--- src/rtl/mcs_pkg.sv ---
package mcs_pkg;
  localparam int XLEN  = 32;
  localparam int NREGS = 32;
  localparam int RIDX  = $clog2(NREGS);

  typedef enum logic [2:0] {
    ST_FETCH  = 3'd0,
    ST_DECODE = 3'd1,
    ST_EXEC   = 3'd2,
    ST_MEM    = 3'd3,
    ST_LDWB   = 3'd4
  } step_e;

  typedef enum logic [1:0] {PCS_INC, PCS_TGT, PCS_JMP} pc_src_e;
  typedef enum logic [1:0] {OS_BRT, OS_FUNC, OS_EA} out_src_e;

  localparam logic [5:0] OPC_REG = 6'h00;
  localparam logic [5:0] OPC_LW  = 6'h23;
  localparam logic [5:0] OPC_SW  = 6'h2B;
  localparam logic [5:0] OPC_BEQ = 6'h04;
  localparam logic [5:0] OPC_JMP = 6'h02;

  localparam logic [5:0] FN_ADD = 6'h20;
  localparam logic [5:0] FN_SUB = 6'h22;
  localparam logic [5:0] FN_AND = 6'h24;
  localparam logic [5:0] FN_OR  = 6'h25;
  localparam logic [5:0] FN_SLT = 6'h2A;

  typedef struct packed {
    logic     mem_rd;
    logic     mem_wr;
    logic     addr_out;
    logic     ir_ld;
    logic     ab_ld;
    logic     mdr_ld;
    logic     out_ld;
    logic     rf_we;
    logic     rf_from_mdr;
    logic     pc_ld;
    pc_src_e  pc_src;
    out_src_e out_src;
  } ctl_t;
endpackage

--- src/rtl/mcs_regfile.sv ---
module mcs_regfile #(
  parameter int W     = 32,
  parameter int DEPTH = 32,
  localparam int AW   = $clog2(DEPTH)
) (
  input  logic          clk,
  input  logic [AW-1:0] ra,
  input  logic [AW-1:0] rb,
  output logic [W-1:0]  qa,
  output logic [W-1:0]  qb,
  input  logic          we,
  input  logic [AW-1:0] wa,
  input  logic [W-1:0]  wd
);
  logic [W-1:0] regs [DEPTH];

  // entry 0 is never stored; reads of it are forced to zero
  always_ff @(posedge clk) begin
    if (we && (wa != '0)) regs[wa] <= wd;
  end

  assign qa = (ra == '0) ? '0 : regs[ra];
  assign qb = (rb == '0) ? '0 : regs[rb];
endmodule

--- src/rtl/mcs_alu.sv ---
module mcs_alu
  import mcs_pkg::*;
#(
  parameter int W = 32
) (
  input  logic [W-1:0] a,
  input  logic [W-1:0] b,
  input  logic [5:0]   fn,
  input  logic         use_fn,
  output logic [W-1:0] y
);
  always_comb begin
    y = a + b;
    if (use_fn) begin
      unique case (fn)
        FN_ADD:  y = a + b;
        FN_SUB:  y = a - b;
        FN_AND:  y = a & b;
        FN_OR:   y = a | b;
        FN_SLT:  y = {{(W-1){1'b0}}, ($signed(a) < $signed(b))};
        default: y = '0;
      endcase
    end
  end
endmodule

--- src/rtl/mcs_ctrl.sv ---
module mcs_ctrl
  import mcs_pkg::*;
(
  input  logic       clk,
  input  logic       rst,
  input  logic [5:0] opcode,
  input  logic       a_eq_b,
  output step_e      step,
  output ctl_t       ctl
);
  step_e step_n;

  always_ff @(posedge clk) begin
    if (rst) step <= ST_FETCH;
    else     step <= step_n;
  end

  always_comb begin
    ctl    = '0;
    step_n = ST_FETCH;
    unique case (step)
      ST_FETCH: begin
        ctl.mem_rd = 1'b1;
        ctl.ir_ld  = 1'b1;
        ctl.pc_ld  = 1'b1;
        ctl.pc_src = PCS_INC;
        step_n     = ST_DECODE;
      end
      ST_DECODE: begin
        ctl.ab_ld   = 1'b1;
        ctl.out_ld  = 1'b1;
        ctl.out_src = OS_BRT;
        step_n      = ST_EXEC;
      end
      ST_EXEC: begin
        unique case (opcode)
          OPC_REG: begin
            ctl.out_ld  = 1'b1;
            ctl.out_src = OS_FUNC;
            step_n      = ST_MEM;
          end
          OPC_LW, OPC_SW: begin
            ctl.out_ld  = 1'b1;
            ctl.out_src = OS_EA;
            step_n      = ST_MEM;
          end
          OPC_BEQ: begin
            ctl.pc_ld  = a_eq_b;
            ctl.pc_src = PCS_TGT;
          end
          OPC_JMP: begin
            ctl.pc_ld  = 1'b1;
            ctl.pc_src = PCS_JMP;
          end
          default: ;
        endcase
      end
      ST_MEM: begin
        unique case (opcode)
          OPC_REG: ctl.rf_we = 1'b1;
          OPC_SW: begin
            ctl.mem_wr   = 1'b1;
            ctl.addr_out = 1'b1;
          end
          OPC_LW: begin
            ctl.mem_rd   = 1'b1;
            ctl.addr_out = 1'b1;
            ctl.mdr_ld   = 1'b1;
            step_n       = ST_LDWB;
          end
          default: ;
        endcase
      end
      ST_LDWB: begin
        ctl.rf_we       = 1'b1;
        ctl.rf_from_mdr = 1'b1;
      end
      default: ;
    endcase
  end
endmodule

--- src/rtl/mcs_core.sv ---
module mcs_core
  import mcs_pkg::*;
(
  input  logic            clk,
  input  logic            rst,
  output logic [XLEN-1:0] mem_addr,
  output logic            mem_rd,
  output logic            mem_wr,
  output logic [XLEN-1:0] mem_wdata,
  input  logic [XLEN-1:0] mem_rdata,
  output logic [2:0]      step_o
);
  logic [XLEN-1:0] pc_q, ir_q, a_q, b_q, out_q, mdr_q;
  logic [XLEN-1:0] rf_qa, rf_qb, imm_sx, br_tgt, alu_y, out_d, pc_d, rf_wd;
  logic [RIDX-1:0] rf_wa;
  step_e           step;
  ctl_t            ctl;

  assign imm_sx = {{(XLEN-16){ir_q[15]}}, ir_q[15:0]};
  assign br_tgt = pc_q + {imm_sx[XLEN-3:0], 2'b00};

  mcs_ctrl u_ctrl (
    .clk    (clk),
    .rst    (rst),
    .opcode (ir_q[31:26]),
    .a_eq_b (a_q == b_q),
    .step   (step),
    .ctl    (ctl)
  );

  assign rf_wa = ctl.rf_from_mdr ? ir_q[20:16] : ir_q[15:11];
  assign rf_wd = ctl.rf_from_mdr ? mdr_q : out_q;

  mcs_regfile #(.W(XLEN), .DEPTH(NREGS)) u_rf (
    .clk (clk),
    .ra  (ir_q[25:21]),
    .rb  (ir_q[20:16]),
    .qa  (rf_qa),
    .qb  (rf_qb),
    .we  (ctl.rf_we),
    .wa  (rf_wa),
    .wd  (rf_wd)
  );

  mcs_alu #(.W(XLEN)) u_alu (
    .a      (a_q),
    .b      ((ctl.out_src == OS_FUNC) ? b_q : imm_sx),
    .fn     (ir_q[5:0]),
    .use_fn (ctl.out_src == OS_FUNC),
    .y      (alu_y)
  );

  always_comb begin
    unique case (ctl.out_src)
      OS_BRT:  out_d = br_tgt;
      default: out_d = alu_y;
    endcase
    unique case (ctl.pc_src)
      PCS_TGT: pc_d = out_q;
      PCS_JMP: pc_d = {pc_q[31:28], ir_q[25:0], 2'b00};
      default: pc_d = pc_q + 32'd4;
    endcase
  end

  always_ff @(posedge clk) begin
    if (rst) begin
      pc_q <= '0;
    end else if (ctl.pc_ld) begin
      pc_q <= pc_d;
    end
  end

  always_ff @(posedge clk) begin
    if (ctl.ir_ld)  ir_q  <= mem_rdata;
    if (ctl.mdr_ld) mdr_q <= mem_rdata;
    if (ctl.out_ld) out_q <= out_d;
    if (ctl.ab_ld) begin
      a_q <= rf_qa;
      b_q <= rf_qb;
    end
  end

  assign mem_addr  = ctl.addr_out ? out_q : pc_q;
  assign mem_rd    = ctl.mem_rd;
  assign mem_wr    = ctl.mem_wr;
  assign mem_wdata = b_q;
  assign step_o    = step;
endmodule

--- config.mk ---
export PLATFORM = sky130hd
export DESIGN_NAME = mcs_core
export DESIGN_NICKNAME = d
export VERILOG_FILES = /design/src/rtl/mcs_pkg.sv /design/src/rtl/mcs_regfile.sv /design/src/rtl/mcs_alu.sv /design/src/rtl/mcs_ctrl.sv /design/src/rtl/mcs_core.sv
export SDC_FILE = /design/constraint.sdc
export NUM_CORES = 2
export LEC_CHECK = 0
export BUFFER_PORTS_ARGS = -buffer_cell sky130_fd_sc_hd__buf_4
export CORE_UTILIZATION = 52
export CTS_CLUSTER_DIAMETER = 60
export DETAILED_ROUTE_END_ITERATION = 6
export PLACE_DENSITY = 0.68
export SLEW_MARGIN = 40
export SYNTH_ARGS = -nofsm -noshare
export SYNTH_HDL_FRONTEND = slang
export SYNTH_SLANG_ARGS = --single-unit
--- constraint.sdc ---
create_clock -name clk -period 10.6 [get_ports clk]
set_input_delay 1.06 -clock clk [delete_from_list [all_inputs] [get_ports clk]]
set_output_delay 1.06 -clock clk [all_outputs]
set_load 0.02 [all_outputs]
==> metrics.yaml <==
status: "complete, but fails checks"
failed_checks: "design-rule violations"
synth_area_per_cell_sq_um: 16.4
max_slew_margin_pct: 36.4
post_synth_num_cell_types: 78
synth_edf_count: 1184
setup_tns_ps: 0
p_per_area_mw_per_mm2: 175
synthTopCellsByCount: "1184 x edfxtp_1, 640 x mux4_2, 279 x nand2_1, 241 x nor2_1, 193 x clkbuf_1"
postCtsSetupBuffers: 0
endpoint_kind: "register"
crit_fanout: 39
yosysWarnings: 0
postRouteAntennaNets: 0
ys_ff_latch: 1219
syn_inst: 3790
whs_ps: 460
grt_max_degree: 120
die_x_um: 348
placed_area_sq_mm: 0.0653
ys_async_sr_fraction_pct: 0
die-area_sq_mm: 0.121
port_buffers: 102
cp-start-kind: "register"
p_seq_share_pct: 45.5
hp-class: "input pin to register"
vias_per_cell: 6.93
detailroute.via_count: 38500
cts.path.max_buffers: 3
power_frac_comb_pct: 16.0
synth_top_cell_by_area: "edfxtp_1"
synth_area_sq_mm: 0.0622
die_y_um: 348
path_clk_slew_ps: 60
reg2reg_slack_ps: 4830
hold_end: "mdr_q[1]$_DFFE_PP_"
stdcell_area_sq_mm: 0.0700
setup_viol: 0
grt_pass1_wl_mm: 280
synth_top_area_share_pct: 57.2
yosysMostFrequentCell: "edfxtp_1"
max_cap_violations: 0
required_ps: 11120
cts_made_buffers: 136
p_sw_share_pct: 26.4
yosysSeqAreaShare_pct: 58.3
r2r_cells: 17
wl_mm: 196
synth_top_flop_cell: "edfxtp_1"
final_nets: 4089
r2r-start: "ir_q[29]$_DFFE_PP_"
cts_root_buffer: "clkbuf_16"
drtIter0Drc: 5447
p_switching_mw: 3.24
initial_core_util_pct: 52.6
yosys-top-cells-area: "edfxtp_1 57%, mux4_2 23%, ha_1 2.9%"
cts_tree: "yes"
rsz0062_at_grt: "no"
wl_per_cell_um: 35.4
p_int_mw: 9.03
core_sq_mm: 0.118
syn2layout_area_growth_pct: 12.6
cts_hold_buf: 0
grt_pass1_vias: 37900
drv_slew: 0
hold_depth: 1
pwr-share-clk_pct: 38.6
worstMarginPinSlew_ps: 954
fillers: 8771
max_freq_ghz: 0.173
worstHoldStart: "mem_rdata[1]"
rows: 126
peakVddDrop_uv: 191
boundaryPins: 103
timing.rr.end: "out_q[0]$_DFFE_PP_"
final-hold-violation-count: 0
fin_crit_sh_pct: 54.5
leakage_nw: 23.4
clk_latency_ps: 790
h-tree-depth: 4
cts_resized: 0
crit_arrival_ps: 6290
gp_congestion: 0.991
grt_antenna_before_repair: 7
grt_usage_pct: 33.0
clock-sinks: 1219
drc: 12
firstDrtPassIters: 7
drive_gt1_share_pct: 28.5
period_minus_slack_ps: 5770
hpwl_mm: 116
grt-ovfl-total: 0
skew_ps: 38.6
diodes: 0
critPathKind: "register to register"
-- flip-flops by register name, indices dropped and copies added, names as in the netlist --
signal	flops
mem_wdata	32
u_rf.regs	1024
u_ctrl.step	3
mdr_q	32
pc_q	32
out_q	32
a_q	32
ir_q	32
-- placed cells by master, fill, tap and decap left out, types with 59 or more instances in the layout --
cell and n:
nand2_1 254, nor2_1 207, a21oi_1 136, o21ai_0 105, buf_4 164, inv_1 117
ha_1 142, xnor2_1 59, edfxtp_1 1184, clkbuf_16 143, mux4_2 640, mux2i_1 72
-- per-layer routing --
metal | global-route usage [%] | up-vias | share of wire (%)
met3 | 6.83 | 380 | 11
met2 | 50.2 | 2408 | 46
met1 | 46.5 | 20000 | 38
met4 | 14.2 | 0 | 4.8
li1 | - | 15700 | -
met5 | 0 | - | 0
-- worst max-delay path: stages, from the launching register on --
cell	delay (ps)
edfxtp_1	450
or3_1	410
nor4_1	490
nor2b_4	250
buf_4	440
mux2_2	430
ha_1	200
inv_1	80
fa_1	220
nor2b_1	200
o221ai_1	160
a21oi_1	370
o31ai_1	260
o31ai_2	440
a41oi_1	320
or4_1	500
a31oi_1	170
nor2_1	60
-- worst max path at each step --
stage                  startpoint                  end  slack [ps]  cells past startpoint
4_1_cts        ir_q[29]$_DFFE_PP_   out_q[0]$_DFFE_PP_        4910                     16
5_1_grt        ir_q[29]$_DFFE_PP_   out_q[0]$_DFFE_PP_        4420                     16
3_5_place_dp   ir_q[29]$_DFFE_PP_   out_q[0]$_DFFE_PP_        4910                     16
3_3_place_gp   ir_q[29]$_DFFE_PP_   out_q[0]$_DFFE_PP_        4960                     16
2_1_floorplan  ir_q[29]$_DFFE_PP_  out_q[26]$_DFFE_PP_        5670                     18
6_report       ir_q[29]$_DFFE_PP_   out_q[0]$_DFFE_PP_        4830                     17
-- power by group through the flow --
stage               logic [mW]  registers [mW]  clock network [mW]
finish                    1.96            5.58                4.74
floorplan                 1.33            5.61                   0
global placement          1.92            5.68                   0
global route              2.08            5.58                4.97
CTS                       1.93            5.57                4.79
detailed placement        1.93            5.67                   0
-- metrics by stage --
stage / power, mW / util, % / worst slack [ps] / std cells
finish: 12.3 / 59.2 / 4830 / 5554
global route: 12.6 / 59.2 / 4420 / 5554
CTS: 12.3 / 59.0 / 4910 / 5546
detailed placement: 7.60 / 55.3 / 4910 / 5300
global placement: 7.60 / 55.1 / 4960 / 5295
floorplan: 6.94 / - / 5670 / 3821
-- cell type report --
type | count | area (sq um) | area share, %
repair buffers | 206 | 1940 | 2.77
inverters | 120 | 452 | 0.645
well taps | 1536 | 1920 | 2.75
multi-input cells | 2227 | 25000 | 35.7
clock inverters | 77 | 774 | 1.11
flip-flops and latches | 1219 | 36300 | 51.8
clock buffers | 169 | 3680 | 5.25
-- logic make-up (layout without fill, tap and decap cells) --
kind of cell / Yosys count / after routing / share of synthesized area (%)
adder cells (fa/ha/maj): 145 / 145 / 2.96
XOR/XNOR: 96 / 96 / 1.35
other: 1 / 32 / 0.00603
AND/OR/NAND/NOR: 716 / 716 / 5.08
flip-flops: 1219 / 1219 / 58.3
multiplexers: 727 / 727 / 24.6
AO/OA/AOI/OAI: 511 / 511 / 5.36
buffers and inverters: 375 / 572 / 2.30
Note: power is estimated with default switching activity, not from simulation.
